===== config.mk =====
export PLATFORM = sky130hd
export DESIGN_NAME = rst_class_ctrl
export DESIGN_NICKNAME = d
export VERILOG_FILES = /design/src/rtl/rst_cls_pkg.sv /design/src/rtl/rst_cls_sync.sv /design/src/rtl/rst_cls_prio.sv /design/src/rtl/rst_cls_seq.sv /design/src/rtl/rst_cls_regs.sv /design/src/rtl/rst_class_ctrl.sv
export SDC_FILE = /design/constraint.sdc
export NUM_CORES = 1
export LEC_CHECK = 0
export BUFFER_PORTS_ARGS = -buffer_cell sky130_fd_sc_hd__buf_4
export CAP_MARGIN = 10
export CORE_MARGIN = 1
export CORE_UTILIZATION = 55
export DETAILED_ROUTE_END_ITERATION = 6
export GPL_TIMING_DRIVEN = 0
export PLACE_DENSITY_LB_ADDON = 0.15
export SYNTH_ARGS = -nofsm -noshare
export SYNTH_HDL_FRONTEND = slang
export SYNTH_HIERARCHICAL = 1
export SYNTH_SLANG_ARGS = --single-unit

===== constraint.sdc =====
create_clock -name clk_i -period 14.5 [get_ports clk_i]
set_input_delay 4.35 -clock clk_i [delete_from_list [all_inputs] [get_ports clk_i]]
set_output_delay 4.35 -clock clk_i [all_outputs]
set_load 0.005 [all_outputs]

===== src/rtl/rst_cls_pkg.sv =====
package rst_cls_pkg;
  // Ordered by strength; numeric compare gives priority.
  typedef enum logic [1:0] {
    RT_NONE = 2'd0,
    RT_SOFT = 2'd1,
    RT_HARD = 2'd2,
    RT_POR  = 2'd3
  } rst_type_e;

  // Cause codes reported in status; order is the tie-break within a class.
  localparam int unsigned SRC_POR_PIN = 0;
  localparam int unsigned SRC_FULL    = 1;
  localparam int unsigned SRC_WARM    = 2;
  localparam int unsigned SRC_SW      = 3;
  localparam int unsigned SRC_EMU     = 4;
  localparam int unsigned SRC_WDOG0   = 5;

  // Soft-select bit positions.
  localparam int unsigned SEL_WARM  = 0;
  localparam int unsigned SEL_SW    = 1;
  localparam int unsigned SEL_WDOG0 = 2;

  // Register addresses.
  localparam logic [1:0] ADDR_CTRL = 2'd0;
  localparam logic [1:0] ADDR_SEL  = 2'd1;
  localparam logic [1:0] ADDR_STAT = 2'd2;
endpackage


===== src/rtl/rst_cls_sync.sv =====
module rst_cls_sync #(
  parameter int unsigned W = 1
) (
  input  logic         clk_i,
  input  logic         rst_ni,
  input  logic [W-1:0] d_i,
  output logic [W-1:0] q_o
);
  logic [W-1:0] s1_q, s2_q;

  always_ff @(posedge clk_i or negedge rst_ni) begin
    if (!rst_ni) begin
      s1_q <= '0;
      s2_q <= '0;
    end else begin
      s1_q <= d_i;
      s2_q <= s1_q;
    end
  end

  assign q_o = s2_q;
endmodule


===== src/rtl/rst_cls_prio.sv =====
module rst_cls_prio
  import rst_cls_pkg::*;
#(
  parameter int unsigned N_WDOG = 4,
  parameter int unsigned CW     = 4,
  localparam int unsigned NSRC  = SRC_WDOG0 + N_WDOG,
  localparam int unsigned NSEL  = SEL_WDOG0 + N_WDOG
) (
  input  logic              full_i,
  input  logic              warm_i,
  input  logic              sw_i,
  input  logic              emu_i,
  input  logic [N_WDOG-1:0] wdog_i,
  input  logic [NSEL-1:0]   soft_sel_i,
  output rst_type_e         type_o,
  output logic [CW-1:0]     cause_o
);
  rst_type_e src_t [NSRC];

  assign src_t[SRC_POR_PIN] = RT_NONE;  // handled by the async reset itself
  assign src_t[SRC_FULL]    = full_i ? RT_POR : RT_NONE;
  assign src_t[SRC_WARM]    = !warm_i ? RT_NONE
                            : (soft_sel_i[SEL_WARM] ? RT_SOFT : RT_HARD);
  assign src_t[SRC_SW]      = !sw_i ? RT_NONE
                            : (soft_sel_i[SEL_SW] ? RT_SOFT : RT_HARD);
  assign src_t[SRC_EMU]     = emu_i ? RT_HARD : RT_NONE;

  for (genvar i = 0; i < N_WDOG; i++) begin : g_wdog
    assign src_t[SRC_WDOG0+i] = !wdog_i[i] ? RT_NONE
                              : (soft_sel_i[SEL_WDOG0+i] ? RT_SOFT : RT_HARD);
  end

  rst_type_e       best_t;
  logic [CW-1:0]   best_c;

  // Strict compare keeps the lowest cause index within a class.
  always_comb begin
    best_t = RT_NONE;
    best_c = '0;
    for (int i = 0; i < int'(NSRC); i++) begin
      if (src_t[i] > best_t) begin
        best_t = src_t[i];
        best_c = CW'(i);
      end
    end
  end

  assign type_o  = best_t;
  assign cause_o = best_c;

  // emulation never resolves below hard
  always_comb begin
    if (emu_i) begin
      a_r4_emu_hard: assert (type_o == RT_HARD || type_o == RT_POR);
    end
  end
endmodule


===== src/rtl/rst_cls_seq.sv =====
module rst_cls_seq
  import rst_cls_pkg::*;
#(
  parameter int unsigned MIN_CYC = 16,
  parameter int unsigned CW      = 4,
  localparam int unsigned CNTW   = $clog2(MIN_CYC)
) (
  input  logic          clk_i,
  input  logic          rst_ni,
  input  rst_type_e     req_type_i,
  input  logic [CW-1:0] req_cause_i,
  output logic          act_o,
  output rst_type_e     type_o,
  output logic          evt_o,
  output rst_type_e     evt_type_o,
  output logic [CW-1:0] evt_cause_o,
  output logic          latch_o
);
  localparam logic [CNTW-1:0] CNT_LAST  = CNTW'(MIN_CYC - 1);
  localparam logic [CNTW-1:0] CNT_LATCH = CNTW'(MIN_CYC - 2);

  logic            act_q;
  rst_type_e       typ_q;
  logic [CNTW-1:0] cnt_q;
  logic            evt;

  // Start from idle, or upgrade to a strictly stronger class.
  always_comb begin
    evt = 1'b0;
    if (!act_q) evt = (req_type_i != RT_NONE);
    else        evt = (req_type_i > typ_q);
  end

  always_ff @(posedge clk_i or negedge rst_ni) begin
    if (!rst_ni) begin
      act_q <= 1'b1;
      typ_q <= RT_POR;
      cnt_q <= '0;
    end else if (evt) begin
      act_q <= 1'b1;
      typ_q <= req_type_i;
      cnt_q <= '0;
    end else if (act_q) begin
      if (cnt_q != CNT_LAST)          cnt_q <= cnt_q + CNTW'(1);
      else if (req_type_i == RT_NONE) act_q <= 1'b0;
    end
  end

  assign act_o       = act_q;
  assign type_o      = typ_q;
  assign evt_o       = evt;
  assign evt_type_o  = req_type_i;
  assign evt_cause_o = req_cause_i;
  assign latch_o     = act_q && (typ_q == RT_POR) && (cnt_q == CNT_LATCH);

  // release only after the full minimum count
  a_r8_min_width: assert property (@(posedge clk_i) disable iff (!rst_ni)
    $fell(act_q) |-> ($past(cnt_q) == CNT_LAST));

  // class never weakens while a reset is held
  a_r9_no_downgrade: assert property (@(posedge clk_i) disable iff (!rst_ni)
    (act_q && $past(act_q)) |-> (typ_q >= $past(typ_q)));

  // strobe is a single-cycle pulse
  a_r2_latch_single: assert property (@(posedge clk_i) disable iff (!rst_ni)
    latch_o |=> !latch_o);
endmodule


===== src/rtl/rst_cls_regs.sv =====
module rst_cls_regs
  import rst_cls_pkg::*;
#(
  parameter int unsigned N_WDOG = 4,
  parameter int unsigned CW     = 4,
  parameter int unsigned DW     = 8,
  localparam int unsigned NSEL  = SEL_WDOG0 + N_WDOG
) (
  input  logic            clk_i,
  input  logic            rst_ni,
  input  logic            we_i,
  input  logic [1:0]      addr_i,
  input  logic [DW-1:0]   wdata_i,
  input  logic            busy_i,
  input  logic            evt_i,
  input  rst_type_e       evt_type_i,
  input  logic [CW-1:0]   evt_cause_i,
  output logic [DW-1:0]   rdata_o,
  output logic [NSEL-1:0] soft_sel_o,
  output logic            sw_req_o
);
  logic [NSEL-1:0] soft_sel_q;
  logic            sw_req_q;
  rst_type_e       st_type_q;
  logic [CW-1:0]   st_cause_q;
  logic            wr_ok;

  assign wr_ok = we_i && !busy_i && !evt_i;

  always_ff @(posedge clk_i or negedge rst_ni) begin
    if (!rst_ni) begin
      soft_sel_q <= '0;
      sw_req_q   <= 1'b0;
      st_type_q  <= RT_POR;
      st_cause_q <= CW'(SRC_POR_PIN);
    end else if (evt_i) begin
      st_type_q  <= evt_type_i;
      st_cause_q <= evt_cause_i;
      sw_req_q   <= 1'b0;
      if (evt_type_i >= RT_HARD) soft_sel_q <= '0;
    end else if (wr_ok) begin
      if (addr_i == ADDR_CTRL && wdata_i[0]) sw_req_q   <= 1'b1;
      if (addr_i == ADDR_SEL)                soft_sel_q <= wdata_i[NSEL-1:0];
    end
  end

  always_comb begin
    case (addr_i)
      ADDR_CTRL: rdata_o = DW'(sw_req_q);
      ADDR_SEL:  rdata_o = DW'(soft_sel_q);
      ADDR_STAT: rdata_o = DW'({st_cause_q, st_type_q});
      default:   rdata_o = '0;
    endcase
  end

  assign soft_sel_o = soft_sel_q;
  assign sw_req_o   = sw_req_q;

  // hard or stronger start clears the select register
  a_r6_sel_clear: assert property (@(posedge clk_i) disable iff (!rst_ni)
    (evt_i && evt_type_i >= RT_HARD) |=> (soft_sel_q == '0));

  // pending software request drops once a reset starts
  a_r11_sw_clear: assert property (@(posedge clk_i) disable iff (!rst_ni)
    evt_i |=> !sw_req_q);

  // select register frozen while a reset holds without a new start
  a_r12_busy_frozen: assert property (@(posedge clk_i) disable iff (!rst_ni)
    (busy_i && !evt_i) |=> $stable(soft_sel_q));
endmodule


===== src/rtl/rst_class_ctrl.sv =====
module rst_class_ctrl
  import rst_cls_pkg::*;
#(
  parameter int unsigned N_WDOG  = 4,
  parameter int unsigned MIN_CYC = 16,
  parameter int unsigned DW      = 8
) (
  input  logic              clk_i,
  input  logic              rst_ni,
  input  logic              full_rst_req_i,
  input  logic              warm_rst_req_i,
  input  logic              emu_rst_req_i,
  input  logic [N_WDOG-1:0] wdog_rst_req_i,
  input  logic              reg_we_i,
  input  logic [1:0]        reg_addr_i,
  input  logic [DW-1:0]     reg_wdata_i,
  output logic [DW-1:0]     reg_rdata_o,
  output logic              dbg_rst_o,
  output logic              iso_rst_o,
  output logic              core_rst_o,
  output logic              cfg_latch_o
);
  localparam int unsigned NSRC    = SRC_WDOG0 + N_WDOG;
  localparam int unsigned CW      = $clog2(NSRC);
  localparam int unsigned NSEL    = SEL_WDOG0 + N_WDOG;
  localparam int unsigned ASYNC_W = 3 + N_WDOG;

  logic [ASYNC_W-1:0] async_raw, async_syn;
  logic [NSEL-1:0]    soft_sel;
  logic               sw_req;
  rst_type_e          req_type, cur_type, evt_type;
  logic [CW-1:0]      req_cause, evt_cause;
  logic               act, evt, latch;

  assign async_raw = {wdog_rst_req_i, emu_rst_req_i, warm_rst_req_i, full_rst_req_i};

  rst_cls_sync #(.W(ASYNC_W)) u_sync (
    .clk_i  (clk_i),
    .rst_ni (rst_ni),
    .d_i    (async_raw),
    .q_o    (async_syn)
  );

  rst_cls_prio #(.N_WDOG(N_WDOG), .CW(CW)) u_prio (
    .full_i     (async_syn[0]),
    .warm_i     (async_syn[1]),
    .sw_i       (sw_req),
    .emu_i      (async_syn[2]),
    .wdog_i     (async_syn[ASYNC_W-1:3]),
    .soft_sel_i (soft_sel),
    .type_o     (req_type),
    .cause_o    (req_cause)
  );

  rst_cls_seq #(.MIN_CYC(MIN_CYC), .CW(CW)) u_seq (
    .clk_i       (clk_i),
    .rst_ni      (rst_ni),
    .req_type_i  (req_type),
    .req_cause_i (req_cause),
    .act_o       (act),
    .type_o      (cur_type),
    .evt_o       (evt),
    .evt_type_o  (evt_type),
    .evt_cause_o (evt_cause),
    .latch_o     (latch)
  );

  rst_cls_regs #(.N_WDOG(N_WDOG), .CW(CW), .DW(DW)) u_regs (
    .clk_i       (clk_i),
    .rst_ni      (rst_ni),
    .we_i        (reg_we_i),
    .addr_i      (reg_addr_i),
    .wdata_i     (reg_wdata_i),
    .busy_i      (act),
    .evt_i       (evt),
    .evt_type_i  (evt_type),
    .evt_cause_i (evt_cause),
    .rdata_o     (reg_rdata_o),
    .soft_sel_o  (soft_sel),
    .sw_req_o    (sw_req)
  );

  // Domain map: power-on hits all, hard/soft only the main domain.
  assign core_rst_o  = act;
  assign iso_rst_o   = act && (cur_type == RT_POR);
  assign dbg_rst_o   = act && (cur_type == RT_POR);
  assign cfg_latch_o = latch;

  // strobe only inside a power-on reset
  a_r2_latch_por: assert property (@(posedge clk_i) disable iff (!rst_ni)
    cfg_latch_o |-> (dbg_rst_o && iso_rst_o && core_rst_o));

  // an idle-to-active start not from software traces to a request three edges back
  a_r7_async_path: assert property (@(posedge clk_i) disable iff (!rst_ni)
    ($rose(core_rst_o) && !$past(sw_req)) |-> ($past(async_raw, 3) != '0));
endmodule


Word level (Yosys, flattened, before mapping)
Index checks and enable logic that the tools add are counted.
Widths: inputs -> output; s select.
{ "totals": {"memories": 0, "rom_bits": 0, "reg_bits": 32, "ram_bits": 0, "word_cells": 89, "latch_bits": 0} }
{ "op_classes": {"div": 0, "addsub": 1, "n_lt_le_gt_ge": 10, "shift": 0, "multipliers": 0, "n_eq_ne": 6, "n_bitwise": 0, "n_mux": 46, "n_reduce_logical": 18} }
{ "ops": {"columns": ["op", "n"], "rows": [
  ["$mux 2", 24],
  ["$mux 6", 4],
  ["$pmux 6 s3", 1],
  ["$gt 2x2->1", 8],
  ["$mux 4", 4],
  ["$mux 3", 4],
  ["$reduce_bool 2->1", 6],
  ["$mux 1", 9],
  ["$logic_and 1x1->1", 5],
  ["$add 4x1->4 const B", 1],
  ["$eq 2x2->1 const B", 2],
  ["$eq 4x4->1 const B", 1],
  ["$logic_not 2->1", 2],
  ["$ne 4x4->1 const B", 1],
  ["$reduce_and 2->1", 2],
  ["$reduce_and 3->1", 1],
  ["$eq 2x1->1 const B", 1],
  ["$ge 2x2->1 const B", 1],
  ["$gt 2x1->1 const B", 1],
  ["$logic_not 1->1", 2],
  ["$ne 2x2->1 const B", 1]
]} }

Logic depth before layout (Yosys ltp)
Gate-level depths: netlist of the first run.
{ "logic_depth": {"word_depth": 23, "ltp_mapped": 44} }

By module
The synthesis of the first run kept the hierarchy.
{ "by_module_without_submodules": {"columns": ["module", "instances", "cells_per_inst", "seq_area_each_um2", "area_each_um2"], "rows": [
  ["rst_cls_regs", 1, 58, 327.8, 659.4],
  ["rst_cls_prio", 1, 90, 0.0, 641.9],
  ["rst_cls_seq", 1, 54, 178.9, 498.0],
  ["rst_cls_sync", 1, 14, 350.3, 350.3],
  ["rst_class_ctrl", 1, 2, 0.0, 13.8]
]} }

Least setup slack after synthesis of the first run
No wires, ideal clock.
{ "synth_timing": {"path_type": "input to output", "start": "input port reg_addr_i[1]", "end": "output port reg_rdata_o[1]", "arrival_time_ps": 4738, "cell_stages": 2, "path_buffers": 0, "setup_slack_ps": 5412, "cell_sequence": "nor2b_2 -> a22o_1"} }
{ "synth_between": {"elab_chain_cells": 2, "word_cells_on_any_way": 4, "classes_between": "2 x eq/ne; 1 x mux; 1 x reduce/logical"} }
{ "synth_rtl": {"columns": ["element", "line", "source"], "rows": [
  ["start: declaration", "rst_class_ctrl.sv:15", "input logic [1:0] reg_addr_i,"],
  ["$eq 2x2->1 (tied with other cells)", "rst_cls_regs.sv:48", "case (addr_i)"],
  ["$pmux 6 s3 (*)", "rst_cls_regs.sv:48", null],
  ["end: declaration", "rst_class_ctrl.sv:17", "output logic [DW-1:0] reg_rdata_o,"]
]} }
Every way passes the cells marked *; elsewhere a longest branch is shown, timed or not.

Worst setup path in the final report of the first run
{ "layout_timing": {"start": "input port reg_addr_i[1]", "end": "output port reg_rdata_o[5]"} }
The elaborated chain is that of the path after synthesis.

==> results of run 1 <==
-- cell type report --
cell class / count / area, um2 / area share [%]
clock buffers: 8 / 90.1 / 3.57
plain buffers: 11 / 83.8 / 3.33
repair buffers: 27 / 203 / 8.04
flip-flops and latches: 34 / 857 / 34.0
multi-input cells: 144 / 1110 / 44.2
well taps: 48 / 60.1 / 2.38
inverters: 30 / 113 / 4.47
-- through the flow --
step / cells / total power [W] / util (%)
CTS: 302 / 0.000340 / 67.8
finish: 302 / 0.000337 / 67.8
floorplan: 219 / 0.000233 / -
global placement: 294 / 0.000265 / 65.4
detailed placement: 294 / 0.000268 / 65.4
global route: 302 / 0.000365 / 67.8
-- cells in the final DEF, fill, tap and decap left out, types with 2 or more instances in the layout --
| cell | Yosys | layout |
|---|---|---|
| dfrtp_1 | 29 | 29 |
| a22o_1 | 7 | 7 |
| nand2b_1 | 9 | 9 |
| clkbuf_8 | 0 | 6 |
| nand2_1 | 23 | 23 |
| nand3_1 | 3 | 3 |
| dfstp_2 | 5 | 5 |
| clkbuf_1 | 0 | 2 |
| ha_1 | 23 | 23 |
| buf_4 | 9 | 36 |
| nor2_1 | 10 | 10 |
| o21ai_0 | 6 | 6 |
| a21oi_2 | 2 | 2 |
| inv_1 | 30 | 30 |
| mux2i_1 | 8 | 8 |
| conb_1 | 1 | 2 |
| nand4_1 | 2 | 2 |
| mux2_1 | 3 | 3 |
| mux2_2 | 2 | 2 |
| a31oi_1 | 2 | 2 |
| and3_1 | 5 | 5 |
| a21oi_1 | 10 | 10 |
| a21o_1 | 2 | 2 |
| o22ai_1 | 5 | 5 |
-- routing by layer --
layer  track usage [%]  routed length [um]
met5                 0                   0
met2              31.4                1700
met1              29.0                1880
met4              10.0                  72
met3              5.28                 172
-- cell families after synthesis --
| kind of cell | count (synthesis) |
|---|---|
| adders and majority gates | 23 |
| other | 1 |
| and+or+nand+nor | 60 |
| DFF | 34 |
| muxes | 13 |
| AOI/OAI and AO/OA | 46 |
| buffers and inverters | 41 |
-- registers in the layout, summed over array words and instances (netlist names) --
register / count
u_sync/q_o: 7
u_sync/s1_q: 7
u_regs/soft_sel_o: 6
u_regs/st_cause_q: 4
u_seq/cnt_q: 4
u_regs/st_type_q: 2
u_seq/type_o: 2
u_regs/sw_req_o: 1
u_seq/act_o: 1
-- worst register-to-register path: cells and delay by family (launching register included) --
kind / cells / cell delay [ns]
AO/OA/AOI/OAI: 16 / 3.70
adder cells (fa/ha/maj): 7 / 1.90
AND/OR/NAND/NOR: 10 / 1.57
buffers and inverters: 8 / 0.70
flip-flops: 1 / 0.42
multiplexers: 1 / 0.07
-- how the worst max path moves through the flow --
stage | from | depth (start not counted) | slack (ns) | end
floorplan | reg_addr_i[1] | 2 | 5.41 | reg_rdata_o[1]
global placement | reg_addr_i[1] | 4 | 5.10 | reg_rdata_o[5]
detailed placement | reg_addr_i[1] | 4 | 5.10 | reg_rdata_o[4]
CTS | reg_addr_i[1] | 4 | 5.09 | reg_rdata_o[5]
global route | reg_addr_i[1] | 4 | 5.05 | reg_rdata_o[3]
finish | reg_addr_i[1] | 4 | 5.09 | reg_rdata_o[5]
-- power by group --
part            total, W  internal, W  switching [W]
logic           0.000140    0.0000692      0.0000712
clock network  0.0000705    0.0000387      0.0000318
registers       0.000127     0.000116      0.0000106
==> results.ini, run 1 <==
[worst_setup_path]
cp.required_ns=10.15
rr_worst_depth=42
cpMostUsedCell=buf_4
worst_r2r_endpoint=u_regs/soft_sel_o[2]
path_buf_inv=2
cp-end-kind=primary output
critPathMaxFanout=5
slowest_stage=a22o_1
regToRegStartpoint=u_regs/soft_sel_o[0]
start_kind=input port
path_class=input port to primary output
cp_top_family=buffers and inverters
worstPathArrival_ns=5.06
rrSetupSlack_ns=6.04
crit_chain=buf_4, nor2b_2, a22o_1, buf_4
cpPeakStageDelay_ns=0.25

[sta]
period_needed_ns=9.41
setup_viol=0
worst_hold_slack_ns=0.349
skew_ns=0.00463
finalCritPeriodShare_pct=64.9
setup-tns-final_ns=0
setup_ws_ns=5.09
fmax_mhz=106
hold_viol_final=0
rsz0062_at_grt=no
maxSlewViolCount=0

[synthesis]
synth_area_um2=2160
synth_area_leaders=dfrtp_1 34%, ha_1 13%, dfstp_2 6.1%
yosys_warnings=6
ys.flop_type=dfrtp_1
synthSimpleGateAreaFrac_pct=14.9
synth_top_family_by_area=compound AO/OA/AOI/OAI gates
synth_area_leader_cell=dfrtp_1
synth_compound_area_share_pct=16.6
async_flop_share_pct=100
synth_top_cell_area_share_pct=33.5
ys_ff_latch=34
synthXorXnorAreaFrac_pct=0
post-synth-top-count-cell=inv_1
synthMuxAreaShare_pct=6.30
ys_types=44
synth_edf_count=0
synthAdderAreaFrac_pct=13.3
yosysSeqAreaShare_pct=39.6
syn_inst=218
avgSynthCellArea_um2=9.92
synth_commonest_cells=30 x inv_1, 29 x dfrtp_1, 23 x ha_1, 23 x nand2_1

[floorplan]
die_area_um2=4190
initial_utilization_pct=58.2
ios=32
rows=22
coreArea_um2=3720
die_h_um=64.7
die_w_um=64.7

[global_route]
grt_pass1_wl_um=6530
grt_antenna_before_repair=0
grt_usage_pct=21.3
grt_pass1_vias=1423
grt_overflow=0
grt_max_degree=35

[clock_tree]
clockBufferDepth=2
cts_hold_buf=0
clock_latency_ns=0.28
htreeDepth=2
root_buffer=clkbuf_8
cts_num_sinks=34
cts_tree=yes
path_clk_slew_ns=0.06
cts_resized=0
numCtsBuffers=5
post_cts_buffers=0

[min_path]
holdPathStages=0
min_to=u_sync/q_o[0]
hold_class=flop to flop
hold_path.startpoint=u_sync/s1_q[0]

[pwr]
ir_drop_v=0.0000688
power.leakage_nw=1.35
pwr_density_cell_nw_per_um2=134

[placed_design]
routabilityCongestion=0.754
place_worst_setup_slack_ns=5.10
hpwl_um=2880
place_area_um2=2430
numPortBuffers=27

[routing]
drcViolationCount=0
routed-via-count=1573
wl_um=3820
vias_per_cell=5.21
drt-pass1-iter-count=4
detail_route.iter0.violations=100
drtAntennaViolNets=0
wire_per_inst_um=12.6

[finish]
antennaDiodeCount=0
fin_area_um2=2520
syn2layout_area_growth_pct=16.5
fill_cells=310
finalNetCount=296
drive_above_1_share_pct=25.2

[outcome]
status=complete, no violations

[job]
drv_cap=0

(Power assumes the default switching activity.)
==> run 2: changes to the inputs <==
- CORE_UTILIZATION: 55 -> 51
- clock period: 14.5 -> 8.1 ns (I/O delays scaled with it)
==> run 2 against run 1 <==
Global-route usage down 1.6 points. Utilization down 2.3 points. Clock-buffer cell count down 1. Cell count up 2.3%. Setup slack worse by 4.6 ns. Sequential power up 79%. First-iteration DRC count down 49%. Non-clock buffer count up 5. Clock power up 76%. Worst hold slack worse by 0.0016 ns.
==> results.ini, run 2 (same netlist as run 1, synthesis figures left out) <==
[routing]
routed-via-count=1613
drt-pass1-iter-count=4
vias_per_cell=5.22
drcViolationCount=0
wl_um=4060
detail_route.iter0.violations=51
drtAntennaViolNets=0
wire_per_inst_um=13.1

[worst_setup_path]
slowest_stage=dfrtp_1
critPathMaxFanout=9
regToRegStartpoint=u_regs/soft_sel_o[0]
cpPeakStageDelay_ns=0.42
cp.required_ns=8.29
worst_r2r_endpoint=u_regs/soft_sel_o[2]
path_class=flop to flop
rr_worst_depth=41
critPathLaunch=u_regs/soft_sel_o[0]
cp-endpoint=u_regs/soft_sel_o[2]
rrSetupSlack_ns=0.51
start_kind=flop
cp-end-kind=flop
worstPathArrival_ns=7.78

[sta]
skew_ns=0.00590
period_needed_ns=7.59
fmax_mhz=132
hold_viol_final=0
setup_viol=0
setup_ws_ns=0.508
finalCritPeriodShare_pct=93.7
maxSlewViolCount=0

[global_route]
grt_pass1_wl_um=6530
grt_overflow=0
grt_max_degree=35
grt_antenna_before_repair=0
grt_pass1_vias=1476
grt_usage_pct=19.6

[finish]
syn2layout_area_growth_pct=21.9
finalNetCount=301
final_common_cell=buf_4
final_cell_mix=41 x buf_4, 30 x inv_1, 29 x dfrtp_1, 23 x ha_1, 21 x nand2_1
fin_cells=309
antennaDiodeCount=0
drive_above_1_share_pct=31.7

[pwr]
swShare_pct=34.4
internal-power_w=0.000415
comb_power_share_pct=44.5
ir_drop_v=0.000199
pwr_density_cell_nw_per_um2=240
pwr-share-seq_pct=35.9
power.leakage_nw=1.40
switchingPower_w=0.000218
p_total_w=0.000633
power_frac_clock_pct=19.6

[floorplan]
die_area_um2=4510
coreArea_um2=4030
initial_utilization_pct=53.7
rows=23
die_h_um=67.1
die_w_um=67.1
ios=32

[clock_tree]
clockBufferDepth=2
cts_hold_buf=0
root_buffer=clkbuf_8
htreeDepth=2
clock_latency_ns=0.28
cts_num_sinks=34
cts_tree=yes
numCtsBuffers=5
path_clk_slew_ns=0.06

[placed_design]
routabilityCongestion=0.806
numPortBuffers=27
place_worst_setup_slack_ns=-0.394
dp_cells=296
hpwl_um=3000

[job]
drv_cap=0

[min_path]
hold_class=flop to flop

[outcome]
status=complete, no violations

## run 2: worst min-delay path by stage
stage	start	end	slack [ns]	cells past startpoint
floorplan	u_sync/s1_q[0]	u_sync/q_o[0]	0.33	0
global placement	u_sync/s1_q[2]	u_sync/q_o[2]	0.33	0
detailed placement	u_sync/s1_q[0]	u_sync/q_o[0]	0.34	0
CTS	u_sync/s1_q[0]	u_sync/q_o[0]	0.35	0
global route	u_sync/s1_q[5]	u_sync/q_o[5]	0.36	0
finish	u_sync/s1_q[0]	u_sync/q_o[0]	0.35	0
## run 2: layout make-up
class,instances,area [um2]
inverters,30,113
multi-input cells,144,1190
repair buffers,32,240
well taps,50,62.6
flip-flops and latches,34,857
clock inverters,1,5.00
plain buffers,11,83.8
clock buffers,7,86.3
fillers,360,1390
## run 2: worst max-delay path, delay by kind of cell (launching register included)
family | cells | cell delay (ns)
DFF | 1 | 0.42
adders and majority gates | 7 | 2.00
muxes | 1 | 0.21
buffers and inverters | 8 | 0.71
AOI/OAI and AO/OA | 14 | 2.49
and+or+nand+nor | 11 | 1.66
## run 2: repair_timing
action | in CTS | in global routing
setup endpoints to repair | 13 | 17
endpoints found under the hold margin | 0 | 0
resized for setup | 5 | 10
pin swaps | 1 | 3
buffers inserted | 1 | 4
## run 2: metrics by stage
| stage | hold slack (ns) | setup TNS, ns | instance area [um2] | util [%] |
|---|---|---|---|---|
| after floorplan | 0.331 | 0 | 2170 | - |
| after global placement | 0.333 | -3.47 | 2430 | 60.4 |
| after detailed placement | 0.336 | -4.17 | 2430 | 60.4 |
| after CTS | 0.351 | 0 | 2560 | 63.4 |
| after global routing | 0.357 | -0.180 | 2640 | 65.5 |
| final | 0.348 | 0 | 2640 | 65.5 |
## run 2: per-layer routing
metal  vias up  track usage [%]  part of all wire [%]
li1        810                -                     -
met1       776             26.2                    47
met2        25             31.6                    50
met3         2             4.56                   2.9
met4         0             5.59                  0.27
met5         -                0                     0
## run 2: power groups by stage
| stage | clock network (W) | logic [W] | registers, W |
|---|---|---|---|
| 6_report | 0.000124 | 0.000282 | 0.000227 |
| 5_1_grt | 0.000137 | 0.000313 | 0.000231 |
| 4_1_cts | 0.000131 | 0.000264 | 0.000227 |
| 3_5_place_dp | 0 | 0.000254 | 0.000230 |
| 3_3_place_gp | 0 | 0.000250 | 0.000229 |
| 2_1_floorplan | 0 | 0.000194 | 0.000224 |
==> run 3: changes to the inputs <==
- CORE_UTILIZATION: 51 -> 55
- clock period: 8.1 -> 8.5 ns (I/O delays scaled with it)
==> run 3 against run 2 <==
Total power shrank 6.7%. Flip-flop and latch count is the same. Final area shrank 2.4%. Highest routed layer unchanged. Largest power group unchanged. Die area shrank 7.1%. Setup slack gained 0.064 ns. Global-route usage grew 1.6 points.
==> results.ini, run 3 (same netlist as run 1, synthesis figures left out) <==
[worst_setup_path]
start_kind=flop
worstPathArrival_ns=8.13
rrSetupSlack_ns=0.57
regToRegStartpoint=u_regs/soft_sel_o[0]
rr_worst_depth=41
cp-end-kind=flop
worst_r2r_endpoint=u_regs/soft_sel_o[4]
cp-endpoint=u_regs/soft_sel_o[4]
cp.required_ns=8.70
cpPeakStageDelay_ns=0.42
critPathMaxFanout=9
path_class=flop to flop
slowest_stage=dfrtp_1
critPathLaunch=u_regs/soft_sel_o[0]

[routing]
vias_per_cell=5.27
drcViolationCount=0
routed-via-count=1601
drt-pass1-iter-count=4
wire_per_inst_um=13.0
drtAntennaViolNets=0
detail_route.iter0.violations=69
wl_um=3960

[finish]
syn2layout_area_growth_pct=19.0
fin_util_pct=69.3
final_cell_mix=38 x buf_4, 30 x inv_1, 29 x dfrtp_1, 23 x ha_1, 21 x nand2_1
antennaDiodeCount=0
multi_input_area_um2=1150
finalNetCount=298
seq_area_um2=857
fin_cells=304
final_common_cell=buf_4
fill_cells=301
drive_above_1_share_pct=28.9

[sta]
period_needed_ns=7.93
skew_ns=0.00470
hold_viol_final=0
setup_viol=0
maxSlewViolCount=0
fmax_mhz=126
finalCritPeriodShare_pct=93.3

[placed_design]
routabilityCongestion=0.754
dp_cells=294
numPortBuffers=27
hpwl_um=2880

[min_path]
hold_class=flop to flop

[outcome]
status=complete, no violations

[global_route]
grt_antenna_before_repair=0
grt_max_degree=35
grt_pass1_wl_um=6530
grt_pass1_vias=1423
grt_usage_pct=21.3
grt_overflow=0

[floorplan]
ios=32
coreArea_um2=3720
die_w_um=64.7
initial_utilization_pct=58.2
rows=22
die_h_um=64.7
die_area_um2=4190

[job]
drv_cap=0

[clock_tree]
cts_tree=yes
clock_latency_ns=0.28
root_buffer=clkbuf_8
cts_num_sinks=34
clockBufferDepth=2
numCtsBuffers=5
htreeDepth=2
path_clk_slew_ns=0.06

[pwr]
pwr_density_cell_nw_per_um2=229
power.leakage_nw=1.38
ir_drop_v=0.000123

-- run 3: metal layers --
layer / GRT usage [%] / routed length [um]
met3: 5.28 / 147
met2: 31.4 / 1780
met5: 0 / 0
met1: 29.0 / 1950
met4: 10.0 / 72
-- run 3: metrics by stage --
step	total power, W	setup slack [ns]	area [um2]	setup TNS [ns]	hold WS (ns)
2_1_floorplan	0.000398	1.13	2170	0	0.331
3_3_place_gp	0.000452	0.197	2430	0	0.332
3_5_place_dp	0.000457	0.0337	2430	0	0.337
4_1_cts	0.000581	0.0145	2520	0	0.352
5_1_grt	0.000636	-0.0122	2570	-0.0204	0.359
6_report	0.000590	0.572	2570	0	0.349
-- run 3: worst min-delay path by stage --
stage,startpoint,to,slack [ns],cells past startpoint
after floorplan,u_sync/s1_q[0],u_sync/q_o[0],0.33,0
final,u_sync/s1_q[0],u_sync/q_o[0],0.35,0
after detailed placement,u_sync/s1_q[0],u_sync/q_o[0],0.34,0
after global placement,u_sync/s1_q[2],u_sync/q_o[2],0.33,0
after global routing,u_sync/s1_q[5],u_sync/q_o[5],0.36,0
after CTS,u_sync/s1_q[1],u_sync/q_o[1],0.35,0
-- run 3: power by group --
part	switching [W]	internal, W	total [W]
clock network	0.0000544	0.0000660	0.000120
logic	0.000128	0.000126	0.000254
registers	0.0000179	0.000198	0.000216
-- run 3: layout make-up --
cell class	count	share of cell area [%]
repair buffers	29	8.45
flip-flops and latches	34	33.3
well taps	48	2.33
multi-input cells	144	44.8
inverters	30	4.37
plain buffers	11	3.26
clock buffers	8	3.50
-- run 3: timing repair --
item                       CTS  global route
buffers inserted             0             2
resized for setup            0             8
setup endpoints to repair    0            18
hold buffers                 0             0
-- run 3: critical path: cells and delay by family, from the launching register on --
family,cells,cell delay (ns)
fa+ha+maj,7,2.00
compound gates,16,3.17
flops,1,0.42
simple gates,9,1.36
buf+inv,8,0.70
mux,1,0.20
